[src/rtl/lru_stamp_pkg.sv]
package lru_stamp_pkg;
  typedef enum logic [1:0] {
    CMD_IDLE   = 2'd0,
    CMD_TOUCH  = 2'd1,
    CMD_INS_HI = 2'd2,
    CMD_INS_LO = 2'd3
  } cmd_e;
endpackage

[src/rtl/lru_stamp_argmin.sv]
module lru_stamp_argmin #(
  parameter int WAYS    = 4,
  parameter int STAMP_W = 32,
  localparam int WAY_W  = (WAYS > 1) ? $clog2(WAYS) : 1
) (
  input  logic [WAYS-1:0][STAMP_W-1:0] stamps_i,
  input  logic [WAYS-1:0]              mask_i,
  output logic [WAY_W-1:0]             idx_o,
  output logic [STAMP_W-1:0]           min_o,
  output logic                         any_o
);
  always_comb begin
    idx_o = '0;
    min_o = '0;
    any_o = 1'b0;
    // strict compare keeps the lowest index on ties
    for (int i = 0; i < WAYS; i++) begin
      if (mask_i[i] && (!any_o || stamps_i[i] < min_o)) begin
        idx_o = WAY_W'(i);
        min_o = stamps_i[i];
        any_o = 1'b1;
      end
    end
  end
endmodule

[src/rtl/lru_stamp_victim.sv]
module lru_stamp_victim #(
  parameter int WAYS   = 4,
  localparam int WAY_W = (WAYS > 1) ? $clog2(WAYS) : 1
) (
  input  logic [WAYS-1:0]  valid_i,
  input  logic [WAY_W-1:0] oldest_i,
  output logic [WAY_W-1:0] victim_o
);
  logic [WAY_W-1:0] free_idx;
  logic             free_any;

  always_comb begin
    free_idx = '0;
    free_any = 1'b0;
    for (int i = WAYS - 1; i >= 0; i--) begin
      if (!valid_i[i]) begin
        free_idx = WAY_W'(i);
        free_any = 1'b1;
      end
    end
    victim_o = free_any ? free_idx : oldest_i;
  end
endmodule

[src/rtl/lru_stamp_store.sv]
module lru_stamp_store
  import lru_stamp_pkg::*;
#(
  parameter int WAYS       = 4,
  parameter int STAMP_W    = 32,
  parameter int CACHE_LOG2 = 12,
  parameter int BLOCK_LOG2 = 4,
  localparam int WAY_W     = (WAYS > 1) ? $clog2(WAYS) : 1,
  localparam logic [STAMP_W-1:0] CNT_INIT = STAMP_W'(1) << (CACHE_LOG2 - BLOCK_LOG2 + 1)
) (
  input  logic                         clk_i,
  input  logic                         rst_ni,
  input  cmd_e                         cmd_i,
  input  logic [WAY_W-1:0]             way_i,
  input  logic [STAMP_W-1:0]           low_stamp_i,
  input  logic                         low_any_i,
  output logic [WAYS-1:0][STAMP_W-1:0] stamps_o,
  output logic [WAYS-1:0]              valid_o,
  output logic [STAMP_W-1:0]           cnt_o
);
  logic [WAYS-1:0][STAMP_W-1:0] stamps_q;
  logic [WAYS-1:0]              valid_q;
  logic [STAMP_W-1:0]           cnt_q;
  logic [STAMP_W-1:0]           new_stamp;
  logic                         do_write;

  always_comb begin
    new_stamp = cnt_q;
    do_write  = 1'b0;
    unique case (cmd_i)
      CMD_TOUCH:  do_write = valid_q[way_i];
      CMD_INS_HI: do_write = 1'b1;
      CMD_INS_LO: begin
        do_write  = 1'b1;
        new_stamp = low_any_i ? (low_stamp_i - STAMP_W'(1)) : cnt_q;
      end
      default:    do_write = 1'b0;
    endcase
  end

  always_ff @(posedge clk_i or negedge rst_ni) begin
    if (!rst_ni) begin
      stamps_q <= '0;
      valid_q  <= '0;
      cnt_q    <= CNT_INIT;
    end else if (do_write) begin
      stamps_q[way_i] <= new_stamp;
      valid_q[way_i]  <= 1'b1;
      cnt_q           <= cnt_q + STAMP_W'(1);
    end
  end

  assign stamps_o = stamps_q;
  assign valid_o  = valid_q;
  assign cnt_o    = cnt_q;
endmodule

[src/rtl/lru_stamp_tracker.sv]
module lru_stamp_tracker
  import lru_stamp_pkg::*;
#(
  parameter int WAYS       = 4,
  parameter int STAMP_W    = 32,
  parameter int CACHE_LOG2 = 12,
  parameter int BLOCK_LOG2 = 4,
  localparam int WAY_W     = (WAYS > 1) ? $clog2(WAYS) : 1
) (
  input  logic               clk_i,
  input  logic               rst_ni,
  input  logic               touch_i,
  input  logic [WAY_W-1:0]   touch_way_i,
  input  logic               ins_i,
  input  logic [WAY_W-1:0]   ins_way_i,
  input  logic               ins_low_i,
  input  logic [WAY_W-1:0]   rd_way_i,
  output logic [STAMP_W-1:0] rd_stamp_o,
  output logic [WAYS-1:0]    valid_o,
  output logic [WAY_W-1:0]   victim_o
);
  cmd_e                         cmd;
  logic [WAY_W-1:0]             cmd_way;
  logic [WAYS-1:0][STAMP_W-1:0] stamps;
  logic [WAYS-1:0]              valid;
  logic [STAMP_W-1:0]           cnt;
  logic [WAY_W-1:0]             oldest_idx;
  logic [STAMP_W-1:0]           oldest_stamp;
  logic                         oldest_any;

  // insert outranks touch
  always_comb begin
    if (ins_i)        cmd = ins_low_i ? CMD_INS_LO : CMD_INS_HI;
    else if (touch_i) cmd = CMD_TOUCH;
    else              cmd = CMD_IDLE;
    cmd_way = ins_i ? ins_way_i : touch_way_i;
  end

  lru_stamp_argmin #(.WAYS(WAYS), .STAMP_W(STAMP_W)) u_min (
    .stamps_i (stamps),
    .mask_i   (valid),
    .idx_o    (oldest_idx),
    .min_o    (oldest_stamp),
    .any_o    (oldest_any)
  );

  lru_stamp_victim #(.WAYS(WAYS)) u_vic (
    .valid_i  (valid),
    .oldest_i (oldest_idx),
    .victim_o (victim_o)
  );

  lru_stamp_store #(
    .WAYS(WAYS), .STAMP_W(STAMP_W),
    .CACHE_LOG2(CACHE_LOG2), .BLOCK_LOG2(BLOCK_LOG2)
  ) u_store (
    .clk_i       (clk_i),
    .rst_ni      (rst_ni),
    .cmd_i       (cmd),
    .way_i       (cmd_way),
    .low_stamp_i (oldest_stamp),
    .low_any_i   (oldest_any),
    .stamps_o    (stamps),
    .valid_o     (valid),
    .cnt_o       (cnt)
  );

  assign rd_stamp_o = stamps[rd_way_i];
  assign valid_o    = valid;
endmodule

[config.mk]
export PLATFORM = sky130hd
export DESIGN_NAME = lru_stamp_tracker
export DESIGN_NICKNAME = d
export VERILOG_FILES = /design/src/rtl/lru_stamp_pkg.sv /design/src/rtl/lru_stamp_argmin.sv /design/src/rtl/lru_stamp_victim.sv /design/src/rtl/lru_stamp_store.sv /design/src/rtl/lru_stamp_tracker.sv
export SDC_FILE = /design/constraint.sdc
export NUM_CORES = 1
export LEC_CHECK = 0
export ABC_AREA = 1
export BUFFER_PORTS_ARGS = -buffer_cell sky130_fd_sc_hd__buf_2
export CAP_MARGIN = 20
export CORE_MARGIN = 3
export CORE_UTILIZATION = 25
export DETAILED_ROUTE_END_ITERATION = 8
export GPL_TIMING_DRIVEN = 0
export PLACE_DENSITY = 0.42
export SETUP_SLACK_MARGIN = 0.3
export SLEW_MARGIN = 20
export SYNTH_ARGS = -nofsm -noshare
export SYNTH_HDL_FRONTEND = slang
export SYNTH_SLANG_ARGS = --single-unit
[constraint.sdc]
create_clock -name clk_i -period 7.75 [get_ports clk_i]
set_clock_uncertainty 0.2 [all_clocks]
set_input_delay 1.1625 -clock clk_i [delete_from_list [all_inputs] [get_ports clk_i]]
set_output_delay 1.1625 -clock clk_i [all_outputs]
set_load 0.01 [all_outputs]
# == After elaboration in Yosys (flattened, before gate mapping) ==
# Cells that the tools add are included.
# word_totals
ram_bits,0
word_cells,65
ff_bits,164
mem_count,0
latchBits,0
input_bits,11
mem_bits_ro,0
out_inout_bits,38
# op_classes
div_mod_pow,0
n_mul,0
bitwise_logic,1
magnitude_cmp,6
muxes,36
reduce_logical,11
shift,0
n_eq_ne,3
n_addsub,2
# op_table
cell,n
$mux W32,8
$bwmux W128,1
$lt A32 B32 Y1,3
$bmux W32 S2,1
$demux W32 S2,1
$add A32 B1 Y32 const B,1
$sub A32 B1 Y32 const B,1
$mux W2,9
$mux W1,13
$lt A2 B3 Y1 const B,2
$eq A2 B2 Y1 const B,2
$logic_and A1 B1 Y1,4
$or A4 B4 Y4,1
$logic_not A1 Y1,3
$logic_or A1 B1 Y1,3
$bmux W1 S2,1
$demux W1 S2,1
$eq A2 B1 Y1 const B,1
$ge A2 B1 Y1 const B,1
$pmux W1 S2,1
$reduce_or A2 Y1,1

# == Logic depth before layout (Yosys ltp) ==
# logic_depth
ltp_word,17
ltp_mapped,62
ltp_nobuf,56

# == By module ==
# Synthesis repeated with hierarchy kept, for this count alone.
# hier_totals
hier_cells,2099
hier_area_um2,13336.5
# modules_own_cells
module,seq_area_each_um2,cells_per_inst,area_each_um2,instances
lru_stamp_store,4105.2,1104,8242.9,1
lru_stamp_argmin,0.0,601,3452.1,1
lru_stamp_tracker,0.0,383,1600.3,1
lru_stamp_victim,0.0,11,41.3,1

# == Least setup slack after synthesis ==
# Ideal clock, no wire load.
# synth_timing
path_kind,reg2out
from,"reg u_store.valid_q[0], in the netlist u_store.valid_o[0]"
to,out victim_o[1]
path_buffers,9
t_arrival_ns,6.268
path_slack_ns,0.120
required_time_ns,6.387
stages_incl_launch_ff,44
cell_sequence,dfrtp_1 -> buf_4 -> clkbuf_1 -> buf_1 -> nand2_1 -> ha_1 -> inv_1 -> nor3_1 -> nand2_1 -> o211ai_1 -> a21oi_1 -> nand2_1 -> nand2_2 -> nand2_4 -> clkbuf_1 -> clkbuf_1 -> nand2_1 -> o21ai_0 -> [... 8 more ...] -> nand2_1 -> nand2_2 -> nand2_4 -> clkbuf_1 -> clkbuf_1 -> nand2_1 -> o21ai_0 -> ha_1 -> nand4_1 -> or3_1 -> nor4_1 -> nand2_1 -> nand2_2 -> nand2_4 -> buf_6 -> buf_6 -> nor4_1 -> nor3_1
# synth_between
elab_chain_len,14
word_cells_on_any_way,23
cone_classes,order compare: 3; mux: 11; reduce/logical: 9
# synth_lines
item,line,text
from (decl),lru_stamp_store.sv:22,logic [WAYS-1:0] valid_q;
from (signal assigned),lru_stamp_store.sv:44,valid_q <= '0;
"from (signal, indexed assignment)",lru_stamp_store.sv:48,valid_q[way_i] <= 1'b1;
$mux W32 / $mux W1 (equally long branches),lru_stamp_argmin.sv:18,if (mask_i[i] && (!any_o || stamps_i[i] < min_o)) begin
$lt A32 B32 Y1 / $logic_not A1 Y1 (equally long branches),lru_stamp_argmin.sv:18,
$logic_or A1 B1 Y1,lru_stamp_argmin.sv:18,
$logic_and A1 B1 Y1,lru_stamp_argmin.sv:18,
$mux W32 / $mux W1 (equally long branches),lru_stamp_argmin.sv:18,
$lt A32 B32 Y1 / $logic_not A1 Y1 (equally long branches),lru_stamp_argmin.sv:18,
$logic_or A1 B1 Y1,lru_stamp_argmin.sv:18,
$logic_and A1 B1 Y1,lru_stamp_argmin.sv:18,
$mux W32 / $mux W1 (equally long branches),lru_stamp_argmin.sv:18,
$lt A32 B32 Y1 / $logic_not A1 Y1 (equally long branches),lru_stamp_argmin.sv:18,
$logic_or A1 B1 Y1,lru_stamp_argmin.sv:18,
$logic_and A1 B1 Y1,lru_stamp_argmin.sv:18,
$mux W2,lru_stamp_argmin.sv:18,
$mux W2 (*),lru_stamp_victim.sv:21,victim_o = free_any ? free_idx : oldest_i;
to (decl),lru_stamp_tracker.sv:20,output logic [WAY_W-1:0] victim_o
# Mark *: on every way between the ends. The rest lies on a longest branch, timed or not.

# == Final worst setup path ==
# Same ends and word-level chain as after synthesis.

==> impl.org <==
** Outcome
- The flow ran to the end, but the final reports show violations.
- Failing checks :: setup timing

** Timing
- For the pin with the worst max-slew slack, the measured transition is 1.10 ns.
- Slew Limit Headroom :: 26.6%
- Of the available clock period, the critical path in the final layout requires 108%.
- Across all setup checks in the final design, the least slack found is -0.654 ns.
- RSZ-0062 raised after global routing :: true
- The number of slew-limit violations in the final report is 0.
- Minimum clock period :: 8.40 ns
- Final-report setup violation count :: 118
- Final Hold Violating Endpoints :: 0
- Static timing analysis puts the maximum clock frequency at 0.119 GHz.

** Clock network
- Root buffer cell :: sky130_fd_sc_hd__clkbuf_16
- H-tree Lvls :: 4
- Clock slew seen by the registers of the worst setup and hold paths :: 0.06 ns
- Clock Latency Late Sink :: 0.47 ns
- TritonCTS built the clock tree.
- For this design, the sink count on the clock tree is 164.
- The clock passes through at most 2 buffers.
- Clock buffers created by TritonCTS :: 17

** Critical path
- Counting stages on the worst path, the most repeated cell is sky130_fd_sc_hd__nand2_4.
- Worst-path cell with the longest stage delay :: sky130_fd_sc_hd__dfrtp_1
- Worst Path Class, Setup :: register to output port
- Max stage delay on crit path :: 0.36 ns
- Cell family with the largest share of critical-path delay :: simple AND/OR/NAND/NOR gates
- Along the worst path, the maximum fanout reaches 8.
- Count of buffering cells on the critical path with inverters included :: 13
- STA classifies the critical path startpoint as a register.
- At the worst endpoint, the arrival time is 7.04 ns.
- The worst setup path is captured at an output port.
- For the worst setup path, the data required time is 6.39 ns.

** Detailed routing
- Dividing the detail-routed via count by the number of cells gives 5.13.
- First DRT Iteration DRCs :: 892
- Number of vias after detailed routing :: 13000
- The first detailed-routing pass ran for 5 iterations.
- Routed wire length :: 53600 um
- The count of nets left with antenna violations once routing finished came out at 0.
- Avg WL per Cell :: 21.2 um
- DRC Markers :: 0

** Layout
- Net count of the finished layout :: 2011
- The repair_antennas step left the layout with diodes totalling 0.
- After routing the design area is 17700 um^2.
- Fraction of final layout cells sized beyond drive strength 1 :: 35.9%
- Relative to the synthesized area, the layout overhead comes to 46.7%.

** Placed design
- Final weighted congestion in routability-driven placement :: 0.905
- Buffers placed on the I/O ports in this run total 47.
- Detail Placement HPWL :: 37900 um
- Once placement finished, the instance area stood at 13100 um^2.

** Floorplan
- Site Rows :: 79
- Initial core utilization :: 25.6%
- I/O pin cnt :: 49
- From bottom edge to top edge, the die measures 226 um.
- The die is 226 um wide.
- The die covers 51000 um^2.
- Core Box Area :: 47100 um^2

** Global routing
- Pin count of the biggest net entering global routing :: 75
- In the global route stage, overall resource usage came out at 20.5%.
- The number of global-route vias before repair is 12400.
- The initial antenna violation count was 0.
- Total overflow reported by the global router :: 0
- The first global-routing pass estimated 78600 um of wire.

** Synth
- The cell area that synthesis handed to floorplanning was 12100 um^2.
- Flop and latch count out of synthesis :: 164
- The number of different library cells used by synthesis comes to 47.
- Portion of the post-synthesis area used by sequential elements :: 34.0%
- In this run the mean area of a mapped cell was 6.98 um^2.
- During synthesis, Yosys emitted a total of 0 warnings.
- Synthesis handed over a netlist of 1729 instances.
- When the netlist entered floorplanning its net count stood at 1835.

** Flow run
- Max-cap violations :: 0

** Min path
- The tightest min-delay check is of the register to register type.
[path summary, 6_finish.rpt]
check	from	end	slack (ns)	depth (start not counted)
setup / recovery	u_store.valid_o[0]$_DFFE_PN0P_	victim_o[1]	-0.65	44
hold reg to reg	u_store.cnt_o[30]$_DFFE_PN0P_	u_store.cnt_o[30]$_DFFE_PN0P_	0.27	1
setup reg to reg	u_store.valid_o[0]$_DFFE_PN0P_	u_store.stamps_o[120]$_DFFE_PN0P_	-0.59	58
hold / removal	u_store.cnt_o[30]$_DFFE_PN0P_	u_store.cnt_o[30]$_DFFE_PN0P_	0.27	1
min in group asynchronous	rst_ni	u_store.valid_o[3]$_DFFE_PN0P_	0.38	1
max in group asynchronous	rst_ni	u_store.stamps_o[51]$_DFFE_PN0P_	6.23	2
[cells in the final DEF (no fill, tap or decap), types with 8 or more instances in the layout]
| master | instances |
|---|---|
| sky130_fd_sc_hd__nand2_1 | 432 |
| sky130_fd_sc_hd__dfrtp_1 | 163 |
| sky130_fd_sc_hd__nand3_2 | 106 |
| sky130_fd_sc_hd__nand2_2 | 103 |
| sky130_fd_sc_hd__nor2_1 | 92 |
| sky130_fd_sc_hd__o21ai_0 | 92 |
| sky130_fd_sc_hd__inv_1 | 84 |
| sky130_fd_sc_hd__buf_4 | 73 |
| sky130_fd_sc_hd__ha_1 | 69 |
| sky130_fd_sc_hd__nand2_4 | 60 |
| sky130_fd_sc_hd__buf_2 | 53 |
| sky130_fd_sc_hd__nand3_1 | 49 |
| sky130_fd_sc_hd__o21ai_1 | 48 |
| sky130_fd_sc_hd__clkbuf_1 | 44 |
| sky130_fd_sc_hd__nor2_4 | 41 |
| sky130_fd_sc_hd__o22ai_1 | 31 |
| sky130_fd_sc_hd__a21oi_1 | 30 |
| sky130_fd_sc_hd__clkbuf_16 | 28 |
| sky130_fd_sc_hd__xor2_1 | 28 |
| sky130_fd_sc_hd__ha_4 | 26 |
| sky130_fd_sc_hd__nand3b_1 | 23 |
| sky130_fd_sc_hd__buf_6 | 22 |
| sky130_fd_sc_hd__nand3_4 | 22 |
| sky130_fd_sc_hd__o21ai_2 | 21 |
| sky130_fd_sc_hd__o21ai_4 | 17 |
| sky130_fd_sc_hd__a21oi_2 | 16 |
| sky130_fd_sc_hd__nand4_1 | 12 |
| sky130_fd_sc_hd__buf_12 | 11 |
| sky130_fd_sc_hd__or2_2 | 11 |
| sky130_fd_sc_hd__clkbuf_8 | 8 |
[through the flow]
| stage | cells | util, % | TNS [ns] | worst slack [ns] | hold slack (ns) |
|---|---|---|---|---|---|
| after floorplan | 1729 | - | 0 | 0.378 | 0.234 |
| after global placement | 2383 | 27.7 | -426.85 | -3.81 | 0.263 |
| after detailed placement | 2385 | 27.9 | -431.44 | -3.86 | 0.263 |
| after CTS | 2477 | 33.6 | -21.61 | -0.965 | 0.273 |
| after global routing | 2525 | 37.6 | -76.96 | -0.910 | 0.302 |
| final | 2525 | 37.6 | -42.84 | -0.654 | 0.270 |
[registers in the layout (all words and copies together), names as in the netlist]
| signal | count |
|---|---|
| u_store.stamps_o | 128 |
| u_store.valid_o | 4 |
| u_store.cnt_o | 32 |
[repair_timing]
item                                    in CTS  in global routing
buffers inserted                            57                 47
endpoints found under the setup margin     130                130
resized for setup                          378                366
endpoints found under the hold margin        0                  0
cloned                                       3                  1
hold buffers                                 0                  0
pin swaps                                   96                155
[cell usage after synthesis (all sizes together)]
| cell | n | area [um^2] |
|---|---|---|
| nand2 | 602 | 2330 |
| o21ai | 178 | 895 |
| nand3 | 177 | 961 |
| dfrtp | 163 | 4080 |
| nor2 | 140 | 571 |
| ha | 95 | 1190 |
| inv | 92 | 345 |
| clkbuf | 54 | 203 |
| a21oi | 49 | 245 |
| o22ai | 32 | 200 |
| xor2 | 28 | 245 |
| nand3b | 23 | 173 |
| buf | 21 | 133 |
| or2 | 16 | 100 |
| nand4 | 12 | 75.1 |
| nor3 | 11 | 60.1 |
| a211oi | 6 | 45.0 |
| nor4 | 5 | 31.3 |
| o21bai | 5 | 37.5 |
| clkinv | 4 | 15.0 |
| and3 | 3 | 18.8 |
| o211ai | 2 | 15.0 |
| o221ai | 2 | 17.5 |
| a2111oi | 1 | 8.76 |
| a31oi | 1 | 6.26 |
| and2 | 1 | 6.26 |
| dfstp | 1 | 26.3 |
| mux2 | 1 | 11.3 |
| o21a | 1 | 7.51 |
| o221a | 1 | 11.3 |
| or3 | 1 | 6.26 |
| xnor2 | 1 | 8.76 |
[area by class of cell]
type	count	area, um^2
Sequential cell	164	4110
Timing Repair Buffer	157	1360
Multi-Input combinational cell	1394	9890
Buffer	75	621
Inverter	96	380
Clock buffer	24	492
Fill cell	4807	29400
Tap cell	607	759
Clock inverter	8	100
[cells by family (layout without fill, tap and decap cells)]
group,Yosys count,count (layout),share of synthesized area [%]
adder cells (fa/ha/maj),95,95,9.85
AND/OR/NAND/NOR,991,991,35.9
XOR/XNOR,29,29,2.10
multiplexers,1,1,0.0933
buffers and inverters,171,360,5.76
AO/OA/AOI/OAI,278,278,12.3
flip-flops,164,164,34.0
[per-layer routing]
metal  routed length, um  vias up  GRT usage (%)
li1                    -     6123              -
met1               25200     6455           28.7
met2               25000      312           33.0
met3                2080       62           3.09
met4                1250        0           5.64
met5                   0        -              0
Power is not shown: default switching activity piles up to over one toggle a cycle in this logic, so the estimate is an artifact.
